`config.mk`:
```
export PLATFORM = sky130hd
export DESIGN_NAME = bus_cycle_timer
export DESIGN_NICKNAME = d
export VERILOG_FILES = /design/src/rtl/bct_pkg.sv /design/src/rtl/bct_addr_decode.sv /design/src/rtl/bct_fast_reg.sv /design/src/rtl/bct_refresh_window.sv /design/src/rtl/bct_cycle_seq.sv /design/src/rtl/bus_cycle_timer.sv
export SDC_FILE = /design/constraint.sdc
export NUM_CORES = 1
export LEC_CHECK = 0
export BUFFER_PORTS_ARGS = -buffer_cell sky130_fd_sc_hd__buf_4
export CAP_MARGIN = 20
export CORE_UTILIZATION = 42
export CTS_CLUSTER_DIAMETER = 150
export CTS_CLUSTER_SIZE = 8
export DETAILED_ROUTE_END_ITERATION = 10
export PLACE_DENSITY = 0.82
export SLEW_MARGIN = 20
export SYNTH_ARGS = -nofsm -noshare
export SYNTH_HDL_FRONTEND = slang
export SYNTH_SLANG_ARGS = --single-unit
```
`constraint.sdc`:
```
create_clock -name clk -period 1.45 [get_ports clk]
set_clock_uncertainty 0.05 [all_clocks]
set_input_delay 0.29 -clock clk [delete_from_list [all_inputs] [get_ports clk]]
set_output_delay 0.29 -clock clk [all_outputs]
set_load 0.02 [all_outputs]
```
`src/rtl/bct_pkg.sv`:
```
package bct_pkg;

    // Access class of one bus cycle
    typedef enum logic [2:0] {
        CLS_INTERNAL,
        CLS_ROM_FAST,
        CLS_ROM_SLOW,
        CLS_WRAM,
        CLS_REG,
        CLS_JOY
    } acc_class_e;

    localparam int BANK_W = 8;

endpackage

```
`src/rtl/bct_addr_decode.sv`:
```
module bct_addr_decode
    import bct_pkg::*;
#(
    parameter int          ADDR_W      = 24,
    parameter int          FAST_LEN    = 6,
    parameter int          SLOW_LEN    = 8,
    parameter int          JOY_LEN     = 12,
    parameter int          LEN_W       = 4,
    parameter logic [7:0]  WRAM_BANK_A = 8'h7E,
    parameter logic [7:0]  WRAM_BANK_B = 8'h7F,
    parameter int          LOWRAM_TOP  = 'h2000,
    parameter int          REG_TOP     = 'h6000,
    parameter int          JOY_PORT_A  = 'h4016,
    parameter int          JOY_PORT_B  = 'h4017
) (
    input  logic [ADDR_W-1:0] addr,
    input  logic              internal,
    input  logic              fast_en,
    output logic [LEN_W-1:0]  acc_len
);

    localparam int OFF_W = ADDR_W - BANK_W;

    logic [BANK_W-1:0] bank;
    logic [OFF_W-1:0]  off;
    logic              sys_bank;
    acc_class_e        cls;

    assign bank     = addr[ADDR_W-1 -: BANK_W];
    assign off      = addr[OFF_W-1:0];
    // banks with bit 6 clear carry low RAM, registers and joypad ports
    assign sys_bank = ~bank[BANK_W-2];

    always_comb begin
        if (internal) begin
            cls = CLS_INTERNAL;
        end else if (bank == WRAM_BANK_A || bank == WRAM_BANK_B) begin
            cls = CLS_WRAM;
        end else if (sys_bank && off < OFF_W'(LOWRAM_TOP)) begin
            cls = CLS_WRAM;
        end else if (sys_bank && (off == OFF_W'(JOY_PORT_A) || off == OFF_W'(JOY_PORT_B))) begin
            cls = CLS_JOY;
        end else if (sys_bank && off < OFF_W'(REG_TOP)) begin
            cls = CLS_REG;
        end else if (bank[BANK_W-1] && fast_en) begin
            cls = CLS_ROM_FAST;
        end else begin
            cls = CLS_ROM_SLOW;
        end
    end

    always_comb begin
        unique case (cls)
            CLS_INTERNAL,
            CLS_ROM_FAST,
            CLS_REG:       acc_len = LEN_W'(FAST_LEN);
            CLS_JOY:       acc_len = LEN_W'(JOY_LEN);
            default:       acc_len = LEN_W'(SLOW_LEN);
        endcase
    end

endmodule

```
`src/rtl/bct_fast_reg.sv`:
```
module bct_fast_reg (
    input  logic clk,
    input  logic rst_n,
    input  logic wr_en,
    input  logic wr_data,
    output logic fast_en
);

    logic fast_d, fast_q;

    always_comb begin
        fast_d = fast_q;
        if (wr_en) begin
            fast_d = wr_data;
        end
    end

    always_ff @(posedge clk) begin
        if (!rst_n) begin
            fast_q <= 1'b0;
        end else begin
            fast_q <= fast_d;
        end
    end

    assign fast_en = fast_q;

endmodule

```
`src/rtl/bct_refresh_window.sv`:
```
module bct_refresh_window #(
    parameter int REFRESH_LEN = 40
) (
    input  logic clk,
    input  logic rst_n,
    input  logic req,
    output logic stall
);

    localparam int WIN_W = $clog2(REFRESH_LEN + 1);

    logic [WIN_W-1:0] win_d, win_q;

    always_comb begin
        win_d = win_q;
        if (win_q != '0) begin
            win_d = win_q - 1'b1;
        end else if (req) begin
            // request clock is the first stalled clock
            win_d = WIN_W'(REFRESH_LEN - 1);
        end
        stall = req || (win_q != '0);
    end

    always_ff @(posedge clk) begin
        if (!rst_n) begin
            win_q <= '0;
        end else begin
            win_q <= win_d;
        end
    end

endmodule

```
`src/rtl/bct_cycle_seq.sv`:
```
module bct_cycle_seq #(
    parameter int LEN_W = 4
) (
    input  logic             clk,
    input  logic             rst_n,
    input  logic             stall,
    input  logic [LEN_W-1:0] new_len,
    output logic             start,
    output logic             done,
    output logic [LEN_W-1:0] cur_len
);

    typedef struct packed {
        logic [LEN_W-1:0] pos;
        logic [LEN_W-1:0] len;
    } seq_t;

    seq_t st_d, st_q;

    always_comb begin
        st_d  = st_q;
        start = (st_q.pos == '0) && !stall;
        done  = !stall && (st_q.pos != '0) && (st_q.pos == st_q.len - 1'b1);
        if (!stall) begin
            if (st_q.pos == '0) begin
                st_d.len = new_len;
                st_d.pos = LEN_W'(1);
            end else if (done) begin
                st_d.pos = '0;
            end else begin
                st_d.pos = st_q.pos + 1'b1;
            end
        end
    end

    always_ff @(posedge clk) begin
        if (!rst_n) begin
            st_q <= '0;
        end else begin
            st_q <= st_d;
        end
    end

    assign cur_len = st_q.len;

endmodule

```
`src/rtl/bus_cycle_timer.sv`:
```
module bus_cycle_timer #(
    parameter int ADDR_W      = 24,
    parameter int FAST_LEN    = 6,
    parameter int SLOW_LEN    = 8,
    parameter int JOY_LEN     = 12,
    parameter int REFRESH_LEN = 40
) (
    input  logic                          clk,
    input  logic                          rst_n,
    input  logic [ADDR_W-1:0]             bus_addr,
    input  logic                          bus_internal,
    input  logic                          fast_we,
    input  logic                          fast_wdata,
    input  logic                          refresh_req,
    output logic                          cyc_start,
    output logic                          cyc_done,
    output logic                          bus_stall,
    output logic [$clog2(JOY_LEN+1)-1:0]  cyc_len
);

    localparam int LEN_W = $clog2(JOY_LEN + 1);

    logic             fast_en;
    logic [LEN_W-1:0] acc_len;

    bct_fast_reg u_fast (
        .clk     (clk),
        .rst_n   (rst_n),
        .wr_en   (fast_we),
        .wr_data (fast_wdata),
        .fast_en (fast_en)
    );

    bct_addr_decode #(
        .ADDR_W   (ADDR_W),
        .FAST_LEN (FAST_LEN),
        .SLOW_LEN (SLOW_LEN),
        .JOY_LEN  (JOY_LEN),
        .LEN_W    (LEN_W)
    ) u_dec (
        .addr     (bus_addr),
        .internal (bus_internal),
        .fast_en  (fast_en),
        .acc_len  (acc_len)
    );

    bct_refresh_window #(
        .REFRESH_LEN (REFRESH_LEN)
    ) u_win (
        .clk   (clk),
        .rst_n (rst_n),
        .req   (refresh_req),
        .stall (bus_stall)
    );

    bct_cycle_seq #(
        .LEN_W (LEN_W)
    ) u_seq (
        .clk     (clk),
        .rst_n   (rst_n),
        .stall   (bus_stall),
        .new_len (acc_len),
        .start   (cyc_start),
        .done    (cyc_done),
        .cur_len (cyc_len)
    );

endmodule

```
* Yosys cells after proc, flatten, opt, wreduce, memory -nomap -nowiden *
Index checks and enable logic that the tools add are counted.

storage, ports and cells
  register bits = 15
  input port bits = 30
  output and inout port bits = 7
  logic and storage cells = 48

cells by class
  add/sub/neg operators = 3
  magnitude comparators = 2
  equal/unequal tests = 8
  muxes and demuxes = 11
  bitwise logic cells = 2
  reductions and logical operators = 18

operators by type and width
  kind                                                                     count
  16-bit by 15-bit == test with 1-bit output (second input constant)       2
  8-bit by 7-bit == test with 1-bit output (second input constant)         2
  16-bit by 14-bit < comparator with 1-bit output (second input constant)  1
  16-bit by 15-bit < comparator with 1-bit output (second input constant)  1
  3-bit 2-to-1 mux                                                         5
  6-bit 2-to-1 mux                                                         2
  4-bit 2-to-1 mux                                                         2
  4-bit case mux with 2 select lines                                       1
  1-bit logical AND                                                        7
  3-bit == test (second input constant)                                    2
  6-bit nonzero test                                                       1
  6-bit by 1-bit subtractor with 6-bit output (second input constant)      1
  4-bit by 1-bit adder with 4-bit output (second input constant)           1
  4-bit == test                                                            1
  4-bit logical NOT                                                        1
  4-bit nonzero test                                                       1
  4-bit by 1-bit subtractor with 4-bit output (second input constant)      1
  3-bit by 1-bit == test with 1-bit output (second input constant)         1
  3-bit logical NOT                                                        1
  1-bit logical OR                                                         3
  3-bit OR reduction                                                       1
  2-bit 2-to-1 mux                                                         1
  1-bit NOT                                                                2
  2-bit AND reduction                                                      1
  2 further kinds                                                          2

* Longest topological paths before layout *
Gate-level depths: netlist (run 1).

  word-level depth = 10
  gate-level depth with buffers = 7
  mapped depth without buffers = 7

* Cells and area by module *
From an unflattened synthesis (run 1), not the netlist that was laid out.

unflattened totals
  cells, all modules = 112
  area, all modules = 1,017.2 µm²

by module, submodules not included
  module              times used  cells an instance  area each (µm²)  sequential area each (µm²)
  bct_cycle_seq       1           61                 518.0            160.2
  bct_refresh_window  1           32                 320.3            120.1
  bct_addr_decode     1           16                 142.6            0.0
  bct_fast_reg        1           3                  36.3             20.0

* Worst setup path after synthesis (run 1) *
OpenSTA, ideal clock, no wires.

  path kind = register to output
  from = register u_win.win_q[0]
  to = output cyc_done
  arrival = 1.650 ns
  data required time = 1.110 ns
  slack = -0.540 ns
  stages on the path, launching flop included = 6
  path buffers = 0
  cell sequence = dfxtp_1 > inv_1 > ha_1 > nor3b_2 > nand2_1 > nor3_1

between the ends
  cells in the longest elaborated chain, start to end = 5

RTL lines
  element                         RTL line                  text
  start, declared                 bct_refresh_window.sv:12  logic [WIN_W-1:0] win_d, win_q;
  start signal, assigned          bct_refresh_window.sv:29  win_q <= win_d;
  6-bit nonzero test              bct_refresh_window.sv:22  stall = req || (win_q != '0);
  1-bit logical OR                bct_refresh_window.sv:22
  net bus_stall                   bus_cycle_timer.sv:17     output logic bus_stall,
  1-bit logical NOT               bct_cycle_seq.sv:23       done = !stall && (st_q.pos != '0) && (st_q.pos == st_q.len - 1'b1);
  1-bit logical AND (2 in a row)  bct_cycle_seq.sv:23
  end, declared                   bus_cycle_timer.sv:16     output logic cyc_done,

The timed path passes the listed nets, and every way through them passes these cells.

* Final worst setup path (run 1) *
  from = register u_seq.st_q (netlist bit u_seq.cur_len[1])
  to = output cyc_done

between the ends
  cells in the longest elaborated chain, start to end = 3

RTL lines
  element                                      RTL line             text
  start, declared                              bct_cycle_seq.sv:18  seq_t st_d, st_q;
  start signal, assigned                       bct_cycle_seq.sv:40  st_q <= st_d;
  4-bit by 1-bit subtractor with 4-bit output  bct_cycle_seq.sv:23
  4-bit == test                                bct_cycle_seq.sv:23
  1-bit logical AND                            bct_cycle_seq.sv:23

Every way passes these cells.

==> flow_summary.json, run 1 <==
{
  "first_global_vias": 1093,
  "clkSinkCount": 14,
  "finalNetCount": 210,
  "viasPerCell": 5.405,
  "post_layout_nonfiller_instances": 200,
  "place_hpwl_um": 1886,
  "synth.mux.area_fraction_pct": 2.342,
  "synth_largest_type_area_fraction_pct": 30.85,
  "grt.overflow.total": 0,
  "crit_arrival_ps": 1580,
  "global_route.peak_usage_layer": "met2",
  "ratio_of_cells_with_drive_above_1_in_the_final_layout_pct": 70.52,
  "min_path_type": "input port to flop",
  "globalRouteMet2Util_pct": 51.88,
  "ys_seq_area_share_pct": 30.85,
  "timing.critical_path.to_type": "primary output",
  "yosys_register_bits": 14,
  "cts_inserted_buffers": 3,
  "final.fill_count": 105,
  "setup.worst_path.start_class": "flop",
  "synth_simple_gate_area_share_pct": 29.06,
  "status": "finished, violations left",
  "wirelength_um": 3342,
  "final_setup_violation_count": 12,
  "ant_nets": 0,
  "synth_flop_cell": "sky130_fd_sc_hd__dfxtp_1",
  "insertedDiodeCount": 0,
  "post_synth_fa_ha_maj_area_fraction_pct": 6.887,
  "port-buffer-count": 33,
  "synth_top_family_by_area": "simple AND/OR/NAND/NOR gates",
  "synth_most_common_cell": "sky130_fd_sc_hd__dfxtp_1",
  "power.density_nw_per_um2": 1516,
  "failed_checks": "setup timing",
  "floorplan.die.width_um": 48.51,
  "crit_required_ps": 1110,
  "critPathSlowestCell": "sky130_fd_sc_hd__dfxtp_2",
  "clkSlewWorstSetupHoldPaths_ps": 90,
  "wl_per_cell_um": 16.71,
  "worst_skew_pair.late_latency_ps": 290,
  "dieHeight_um": 48.51,
  "gp_congestion": 0.8367,
  "root_buffer": "sky130_fd_sc_hd__clkbuf_4",
  "ios": 37,
  "firstDrtPassIters": 6,
  "final.setup.tns_ps": -3321,
  "h_tree_levels": 1,
  "synth_xor_area_share_pct": 8.264,
  "netlist_area_before_placement_sq_um": 908.4,
  "routed-via-count": 1081,
  "detail_route.drc_violations": 0,
  "unrepaired_setup_endpoints_after_global_routing": "true",
  "grt_util_all_layers_pct": 28.18,
  "finalWorstSetupSlack_ps": -470.0,
  "max_stage_delay_ps": 350,
  "syn_inst": 100,
  "postCtsHoldBufs": 0,
  "final_hold_vio_count": 0,
  "pin_count_of_the_biggest_net_entering_global_routing": 12,
  "drtIter0Drc": 25,
  "synth-edff-count": 0,
  "yosysTopAreaCell": "sky130_fd_sc_hd__dfxtp_1",
  "timing.setup.critical_path_class": "flop to primary output",
  "grt_pass1_wl_um": 4892,
  "floorplan.die_area_sq_um": 2353,
  "p_leak_nw": 0.8414,
  "maxSlewViolCount": 0,
  "placementRows": 16,
  "tritoncts": "yes",
  "grt_use_met1_pct": 28.77,
  "mappedNetlistNets": 135,
  "initial_utilization_pct": 45.37,
  "cts_buffer_depth": 2,
  "design.core.area_sq_um": 2002,
  "timing.fmax_ghz": 0.5208,
  "period_share_pct": 132.4,
  "critPathMaxFanout": 2,
  "finalWorstPathRequiredPeriod_ps": 1920,
  "synth_commonest_cells": "sky130_fd_sc_hd__dfxtp_1 (14), sky130_fd_sc_hd__inv_1 (11), sky130_fd_sc_hd__nand2_1 (7), sky130_fd_sc_hd__nor2_1 (6), sky130_fd_sc_hd__ha_1 (5)",
  "syn2layout_area_growth_pct": 92.42,
  "synth.distinct_cells": 40,
  "crit_chain": "inv_2 -> ha_4 -> xor2_1 -> nand4_1 -> nor3_4 -> buf_6",
  "antenna_violations_before_repair": 0,
  "ir_worst_vdd_mv": 1.303,
  "yosys-top-cells-area": "sky130_fd_sc_hd__dfxtp_1 (31%), sky130_fd_sc_hd__ha_1 (6.9%), sky130_fd_sc_hd__inv_1 (4.5%)",
  "synth-warning-count": 0,
  "gr_util_met3_pct": 7.547,
  "synthArstFlopShare_pct": 0,
  "synthesis.area_per_instance_sq_um": 9.084,
  "synth_compound_area_share_pct": 13.77,
  "critPathBufInv": 2,
  "max-cap-violations": 0,
  "critical-path-top-delay-family": "simple AND/OR/NAND/NOR gates",
  "placed_cells_incl_taps": 181
}
-- metrics by stage --
stage | hold WS [ps] | utilization, % | power (mW) | worst slack, ps | instance area, sq um
after floorplan | 387.2 | - | 1.250 | -193.0 | 960.9
after global placement | 436.3 | 70.06 | 1.661 | -201.3 | 1403
after detailed placement | 467.9 | 70.06 | 1.732 | -238.9 | 1403
after CTS | 227.2 | 81.19 | 2.334 | -442.4 | 1625
after global routing | 273.2 | 87.31 | 2.777 | -575.7 | 1748
final | 240.7 | 87.31 | 2.651 | -470.0 | 1748
-- final timing paths --
kind,slack (ps),cells past startpoint,from,end
worst min-delay path,240,3,bus_internal,u_seq.cur_len[1]$_SDFFE_PN0P_
worst max register to register,-450,10,u_win.win_q[1]$_SDFFE_PN0N_,u_seq.st_q[7]$_SDFFE_PN0P_
worst max-delay path,-470,6,u_seq.cur_len[1]$_SDFFE_PN0P_,cyc_done
worst min register to register,540,2,u_win.win_q[0]$_SDFFE_PN0N_,u_win.win_q[0]$_SDFFE_PN0N_
-- cell families (layout without fill, tap and decap cells) --
logic type	after synthesis	after routing
buffers and inverters	16	89
adders and majority gates	5	5
DFF	14	14
and+or+nand+nor	39	39
other	1	1
AOI/OAI and AO/OA	16	16
muxes	2	2
xor gates and xnor gates	7	7
-- flip-flops by register name (all words and copies together) (netlist names) --
register	flops
u_fast.fast_en	1
u_seq.cur_len	3
u_seq.st_q	4
u_win.win_q	6
-- layer usage --
layer | vias to the layer above | wire (um)
met3 | 25 | 215
met5 | - | 0
met1 | 493 | 1177
met2 | 63 | 1751
met4 | 0 | 197
li1 | 500 | -
-- timing repair --
item / CTS / global route
endpoints found under the setup margin: 12 / 14
setup buffers: 14 / 11
pin swaps: 12 / 8
resized for setup: 31 / 20
-- layout by cell type (no fill, tap or decap), types with 3 or more instances in the layout --
| cell | Yosys | final |
|---|---|---|
| sky130_fd_sc_hd__dfxtp_2 | 0 | 6 |
| sky130_fd_sc_hd__nor3b_4 | 1 | 3 |
| sky130_fd_sc_hd__buf_4 | 4 | 64 |
| sky130_fd_sc_hd__nand3_1 | 4 | 3 |
| sky130_fd_sc_hd__nor3_4 | 1 | 4 |
| sky130_fd_sc_hd__nand2_1 | 7 | 5 |
| sky130_fd_sc_hd__ha_4 | 0 | 4 |
| sky130_fd_sc_hd__a211oi_2 | 0 | 4 |
| sky130_fd_sc_hd__xor2_1 | 4 | 4 |
| sky130_fd_sc_hd__inv_2 | 0 | 7 |
| sky130_fd_sc_hd__inv_1 | 11 | 4 |
| sky130_fd_sc_hd__nor2_1 | 6 | 5 |
| sky130_fd_sc_hd__dfxtp_1 | 14 | 6 |
| sky130_fd_sc_hd__nor2b_1 | 3 | 3 |
| sky130_fd_sc_hd__clkbuf_4 | 0 | 3 |
| sky130_fd_sc_hd__buf_6 | 0 | 11 |
-- final cells by class --
type	count	area [sq um]	share of cell area [%]
clock buffer	3	22.52	1.288
inverter	11	41.29	2.362
multi-input combinational	70	750.7	42.95
sequential	14	295.3	16.89
tap	27	33.78	1.933
timing repair buffer	75	604.3	34.57
-- worst min-delay path, stage by stage --
cell	delay (ps)
sky130_fd_sc_hd__buf_4	120
sky130_fd_sc_hd__inv_1	60
sky130_fd_sc_hd__a31oi_1	80
-- power by group --
part,internal (mW),switching [mW],total (mW)
sequential,0.497,0.0911,0.588
combinational,1.02,0.812,1.83
clock,0.0968,0.138,0.235
total,1.61,1.04,2.65
Power figures use the tool's default switching activity.
==> run 2: changes to the inputs <==
==> constraint.sdc (replaced) <==
create_clock -name clk -period 1.45 [get_ports clk]
set_clock_uncertainty 0.05 [all_clocks]
set_input_delay 0.2175 -clock clk [delete_from_list [all_inputs] [get_ports clk]]
set_output_delay 0.2175 -clock clk [all_outputs]
set_load 0.02 [all_outputs]
==> flow_summary.json, run 2 (synthesis gave the netlist of run 1 again) <==
{
  "antenna_violations_before_repair": 0,
  "unrepaired_setup_endpoints_after_global_routing": "true",
  "reg2regPathDepth": 8,
  "period_share_pct": 130.9,
  "beginning_of_the_worst_hold_path": "fast_wdata",
  "tritoncts": "yes",
  "status": "finished, violations left",
  "finalNetCount": 199,
  "timing.setup.critical_path_class": "flop to primary output",
  "floorplan.die_area_sq_um": 2353,
  "maxSlewViolCount": 0,
  "finalWorstSetupSlack_ps": -447.4,
  "floorplan.die.width_um": 48.51,
  "finish.utilization_pct": 81.50,
  "drtIter0Drc": 19,
  "max-cap-violations": 0,
  "wirelength_um": 3083,
  "postCtsHoldBufs": 0,
  "final.fill_count": 131,
  "clkSinkCount": 14,
  "max_ffs_per_register": 6,
  "h_tree_levels": 1,
  "clkSlewWorstSetupHoldPaths_ps": 90,
  "final_common_cell": "sky130_fd_sc_hd__buf_4",
  "worst_skew_pair.late_latency_ps": 290,
  "grt.overflow.total": 0,
  "register_area_sq_um": 292.8,
  "postPlaceCellArea_sq_um": 1359,
  "dieHeight_um": 48.51,
  "cts_buffer_depth": 2,
  "finalWorstPathRequiredPeriod_ps": 1897,
  "ratio_of_cells_with_drive_above_1_in_the_final_layout_pct": 65.64,
  "final_hold_vio_count": 0,
  "critPathMaxFanout": 2,
  "power.density_nw_per_um2": 1523,
  "worst_r2r_endpoint": "u_seq.st_q[7]$_SDFFE_PN0P_",
  "viasPerCell": 5.253,
  "reg2reg_slack_ps": -280,
  "firstDrtPassIters": 4,
  "setup.worst_path.start_class": "flop",
  "routed-via-count": 998,
  "internal-power_mw": 1.517,
  "cts_inserted_buffers": 3,
  "design.core.area_sq_um": 2002,
  "hold_path_end": "u_fast.fast_en$_SDFFE_PN0P_",
  "final_design_area_no_fill_sq_um": 1632,
  "detailedPlace.worstSlack_ps": -174.9,
  "grt_pass1_wl_um": 4795,
  "p_total_mw": 2.486,
  "final_setup_violation_count": 13,
  "crit_arrival_ps": 1630,
  "ios": 37,
  "layout.cells.most_common_list": "sky130_fd_sc_hd__buf_4 (53), sky130_fd_sc_hd__buf_6 (11), sky130_fd_sc_hd__dfxtp_2 (7)",
  "port-buffer-count": 33,
  "power.share.sequential_pct": 23.4,
  "insertedDiodeCount": 0,
  "pin_count_of_the_biggest_net_entering_global_routing": 12,
  "sw_ratio_pct": 38.95,
  "place_hpwl_um": 1829,
  "final.setup.tns_ps": -2322,
  "syn2layout_area_growth_pct": 79.61,
  "failed_checks": "setup timing",
  "root_buffer": "sky130_fd_sc_hd__clkbuf_4",
  "p_leak_nw": 0.7920,
  "detail_route.drc_violations": 0,
  "power_switching_mw": 0.9681,
  "post_layout_nonfiller_instances": 190,
  "min_path_type": "input port to flop",
  "top_register": "u_win.win_q",
  "first_global_vias": 1046,
  "hold_ws_ps": 124.9,
  "timing.fmax_ghz": 0.5270,
  "gp_congestion": 0.8183,
  "p_clk_share_pct": 12.1,
  "placed_cells_incl_taps": 175,
  "ant_nets": 0,
  "crit_required_ps": 1180,
  "timing.critical_path.to_type": "primary output",
  "p_comb_share_pct": 64.6,
  "placementRows": 16,
  "worst_r2r_startpoint": "u_win.win_q[0]$_SDFFE_PN0N_",
  "initial_utilization_pct": 45.37,
  "wl_per_cell_um": 16.23,
  "grt_util_all_layers_pct": 27.50,
  "multi_input_comb_area_sq_um": 703.2,
  "hold_path_depth": 3,
  "ir_worst_vdd_mv": 1.266
}
run 2: cell types whose count changed in the layout (fill, tap and decap cells not counted), sizes merged:
cell    before  now
clkbuf       3    4
buf         75   64
run 2: how the worst max path moves through the flow:
stage | to | depth (start not counted) | startpoint
4_1_cts | cyc_done | 6 | u_seq.cur_len[1]$_SDFFE_PN0P_
3_3_place_gp | cyc_done | 6 | u_seq.cur_len[2]$_SDFFE_PN0P_
3_5_place_dp | u_seq.cur_len[3]$_SDFFE_PN0P_ | 5 | bus_addr[13]
6_report | cyc_done | 6 | u_seq.cur_len[2]$_SDFFE_PN0P_
2_1_floorplan | cyc_done | 5 | u_seq.cur_len[1]$_SDFFE_PN0P_
5_1_grt | cyc_done | 6 | u_seq.cur_len[2]$_SDFFE_PN0P_
run 2: layout make-up:
cell class | instances | share of cell area, %
Inverter | 11 | 2.684
Sequential cell | 14 | 17.94
Tap cell | 27 | 2.071
Timing Repair Buffer | 64 | 31.98
Clock buffer | 4 | 2.224
Multi-Input combinational cell | 70 | 43.10
run 2: critical path: stages (launching register included):
cell and delay [ps]:
sky130_fd_sc_hd__dfxtp_2 350, sky130_fd_sc_hd__inv_2 50, sky130_fd_sc_hd__ha_4 260, sky130_fd_sc_hd__xor2_1 160, sky130_fd_sc_hd__nand4_1 180, sky130_fd_sc_hd__nor3_4 200, sky130_fd_sc_hd__buf_6 130
run 2: power groups by stage:
| stage | Clock (mW) | Combinational, mW | Sequential, mW |
|---|---|---|---|
| 2_1_floorplan | 0 | 0.661 | 0.592 |
| 3_3_place_gp | 0 | 1.05 | 0.569 |
| 6_report | 0.300 | 1.60 | 0.581 |
| 3_5_place_dp | 0 | 1.10 | 0.574 |
| 4_1_cts | 0.298 | 1.44 | 0.573 |
| 5_1_grt | 0.312 | 1.70 | 0.592 |
run 2: per-layer routing:
metal	GRT usage [%]	vias up	share of wire, %
li1	-	479	-
met1	26.38	469	36
met2	54.93	40	53
met3	5.346	10	5.9
met4	13.24	0	4.7
met5	0	-	0
run 2: what timing repair did:
item,CTS,global route
pin swaps,12,2
gates resized for setup,30,11
buffers inserted,10,3
endpoints found under the setup margin,12,14
cloned,0,0
==> run 3: changes to the inputs <==
--- a/config.mk
+++ b/config.mk
@@ -5,13 +5,14 @@
 export SDC_FILE = /design/constraint.sdc
 export NUM_CORES = 1
 export LEC_CHECK = 0
+export ABC_CLOCK_PERIOD_IN_PS = 1800
 export BUFFER_PORTS_ARGS = -buffer_cell sky130_fd_sc_hd__buf_4
 export CAP_MARGIN = 20
-export CORE_UTILIZATION = 42
+export CORE_UTILIZATION = 47
 export CTS_CLUSTER_DIAMETER = 150
 export CTS_CLUSTER_SIZE = 8
 export DETAILED_ROUTE_END_ITERATION = 10
-export PLACE_DENSITY = 0.82
+export PLACE_DENSITY = 0.86
 export SLEW_MARGIN = 20
 export SYNTH_ARGS = -nofsm -noshare
 export SYNTH_HDL_FRONTEND = slang
==> constraint.sdc (replaced) <==
create_clock -name clk -period 1.8 [get_ports clk]
set_clock_uncertainty 0.05 [all_clocks]
set_input_delay 0.27 -clock clk [delete_from_list [all_inputs] [get_ports clk]]
set_output_delay 0.27 -clock clk [all_outputs]
set_load 0.02 [all_outputs]
==> flow_summary.json, run 3 (synthesis gave the netlist of run 1 again) <==
{
  "status": "finished, violations left",
  "failed_checks": "setup timing",
  "detail_route.drc_violations": 0,
  "final_hold_vio_count": 0,
  "ir_worst_vdd_mv": 0.9399,
  "layout.cells.most_common_list": "sky130_fd_sc_hd__buf_4 (48), sky130_fd_sc_hd__dfxtp_1 (9), sky130_fd_sc_hd__inv_1 (7)",
  "timing.critical_path.to_type": "primary output",
  "h_tree_levels": 1,
  "insertedDiodeCount": 0,
  "wl_per_cell_um": 14.96,
  "power.density_nw_per_um2": 1144,
  "place_hpwl_um": 1707,
  "grt.overflow.total": 0,
  "cts_inserted_buffers": 3,
  "critPathSlowestCell": "sky130_fd_sc_hd__dfxtp_4",
  "pin_count_of_the_biggest_net_entering_global_routing": 12,
  "hold_ws_ps": 188.1,
  "finalWorstSetupSlack_ps": -59.18,
  "unrepaired_setup_endpoints_after_global_routing": "true",
  "final_setup_violation_count": 1,
  "min_path_type": "input port to flop",
  "post_layout_nonfiller_instances": 174,
  "maxSlewViolCount": 0,
  "worst_skew_pair.late_latency_ps": 280,
  "first_global_vias": 922,
  "top_register": "u_win.win_q",
  "clkSinkCount": 14,
  "timing.fmax_ghz": 0.5379,
  "grt_pass1_wl_um": 3850,
  "viasPerCell": 5.443,
  "antenna_violations_before_repair": 0,
  "crit_arrival_ps": 1540,
  "grt_util_all_layers_pct": 26.02,
  "ratio_of_cells_with_drive_above_1_in_the_final_layout_pct": 51.68,
  "port-buffer-count": 33,
  "syn2layout_area_growth_pct": 52.20,
  "ant_nets": 0,
  "floorplan.die.width_um": 45.96,
  "timing.setup.critical_path_class": "flop to primary output",
  "final.fill_count": 126,
  "drtIter0Drc": 10,
  "critPathMaxFanout": 3,
  "dieHeight_um": 45.96,
  "max_ffs_per_register": 6,
  "firstDrtPassIters": 4,
  "setup.worst_path.start_class": "flop",
  "gp_congestion": 0.7451,
  "clkSlewWorstSetupHoldPaths_ps": 80,
  "root_buffer": "sky130_fd_sc_hd__clkbuf_4",
  "initial_utilization_pct": 51.49,
  "p_total_mw": 1.582,
  "crit_required_ps": 1480,
  "placementRows": 15,
  "final_common_cell": "sky130_fd_sc_hd__buf_4",
  "design.core.area_sq_um": 1764,
  "crit_chain": "inv_4 -> ha_4 -> nor3b_4 -> nand2_2 -> nor3_4 -> buf_6",
  "routed-via-count": 947,
  "placed_cells_incl_taps": 159,
  "finalWorstPathRequiredPeriod_ps": 1859,
  "wirelength_um": 2603,
  "ios": 37,
  "floorplan.die_area_sq_um": 2112,
  "finalNetCount": 186,
  "tritoncts": "yes",
  "period_share_pct": 103.3,
  "cts_buffer_depth": 2,
  "p_leak_nw": 0.6778,
  "max_stage_delay_ps": 360,
  "max-cap-violations": 0
}
-- run 3: cell count changes in the layout (fill, tap and decap cells not counted), moves of 3 or more --
cell and delta:
sky130_fd_sc_hd__buf_6 -8, sky130_fd_sc_hd__buf_4 -5, sky130_fd_sc_hd__dfxtp_1 +3, sky130_fd_sc_hd__dfxtp_2 -3
sky130_fd_sc_hd__inv_1 +3, sky130_fd_sc_hd__inv_2 -3
-- run 3: timing repair --
| item | 4_1_cts | 5_1_grt |
|---|---|---|
| pin swaps | 4 | 2 |
| setup buffers | 8 | 4 |
| setup endpoints to repair | 3 | 3 |
| hold endpoints to repair | 0 | 0 |
| hold buffers | 0 | 0 |
| gates resized for setup | 17 | 3 |
-- run 3: worst paths after layout --
path	start	endpoint	slack, ps	depth (start not counted)
max	u_win.win_q[0]$_SDFFE_PN0N_	cyc_done	-60	6
min	fast_wdata	u_fast.fast_en$_SDFFE_PN0P_	190	3
max reg2reg	u_win.win_q[0]$_SDFFE_PN0N_	u_seq.st_q[5]$_SDFFE_PN0P_	110	8
min reg2reg	u_fast.fast_en$_SDFFE_PN0P_	u_fast.fast_en$_SDFFE_PN0P_	480	2
-- run 3: where the power goes --
group	switching, mW	leakage (nW)	internal, mW
logic	0.431	0.547	0.494
clock network	0.0963	0.0138	0.0778
registers	0.0861	0.117	0.396
total	0.614	0.678	0.968
-- run 3: through the flow --
| step | cell area (sq um) | setup TNS, ps | worst slack (ps) | util, % |
|---|---|---|---|---|
| 2_1_floorplan | 919.6 | 0 | 25.14 | - |
| 3_3_place_gp | 1209 | 0 | 144.4 | 68.51 |
| 3_5_place_dp | 1209 | 0 | 101.6 | 68.51 |
| 4_1_cts | 1336 | -48.94 | -48.94 | 75.74 |
| 5_1_grt | 1383 | -250.0 | -125.4 | 78.37 |
| 6_report | 1383 | -59.18 | -59.18 | 78.37 |
-- run 3: area by class of cell --
cell class	instances	area [sq um]	share of cell area [%]
multi-input cells	70	601.8	43.53
repair buffers	51	394.1	28.51
flip-flops and latches	14	289.0	20.90
inverters	11	43.79	3.167
well taps	25	31.28	2.262
clock buffers	3	22.52	1.629
-- run 3: worst max-delay path, delay by kind of cell (launching register included) --
family                   cells  cell delay (ps)
adder cells (fa/ha/maj)      1              130
buffers and inverters        2              200
AND/OR/NAND/NOR              3              580
flip-flops                   1              360
-- run 3: per-layer routing --
layer	global-route usage [%]	wire (um)	up-vias
met5	0	0	-
met4	11.76	53	0
met3	7.937	137	6
met2	48.17	1460	34
met1	26.09	951	457
li1	-	-	450
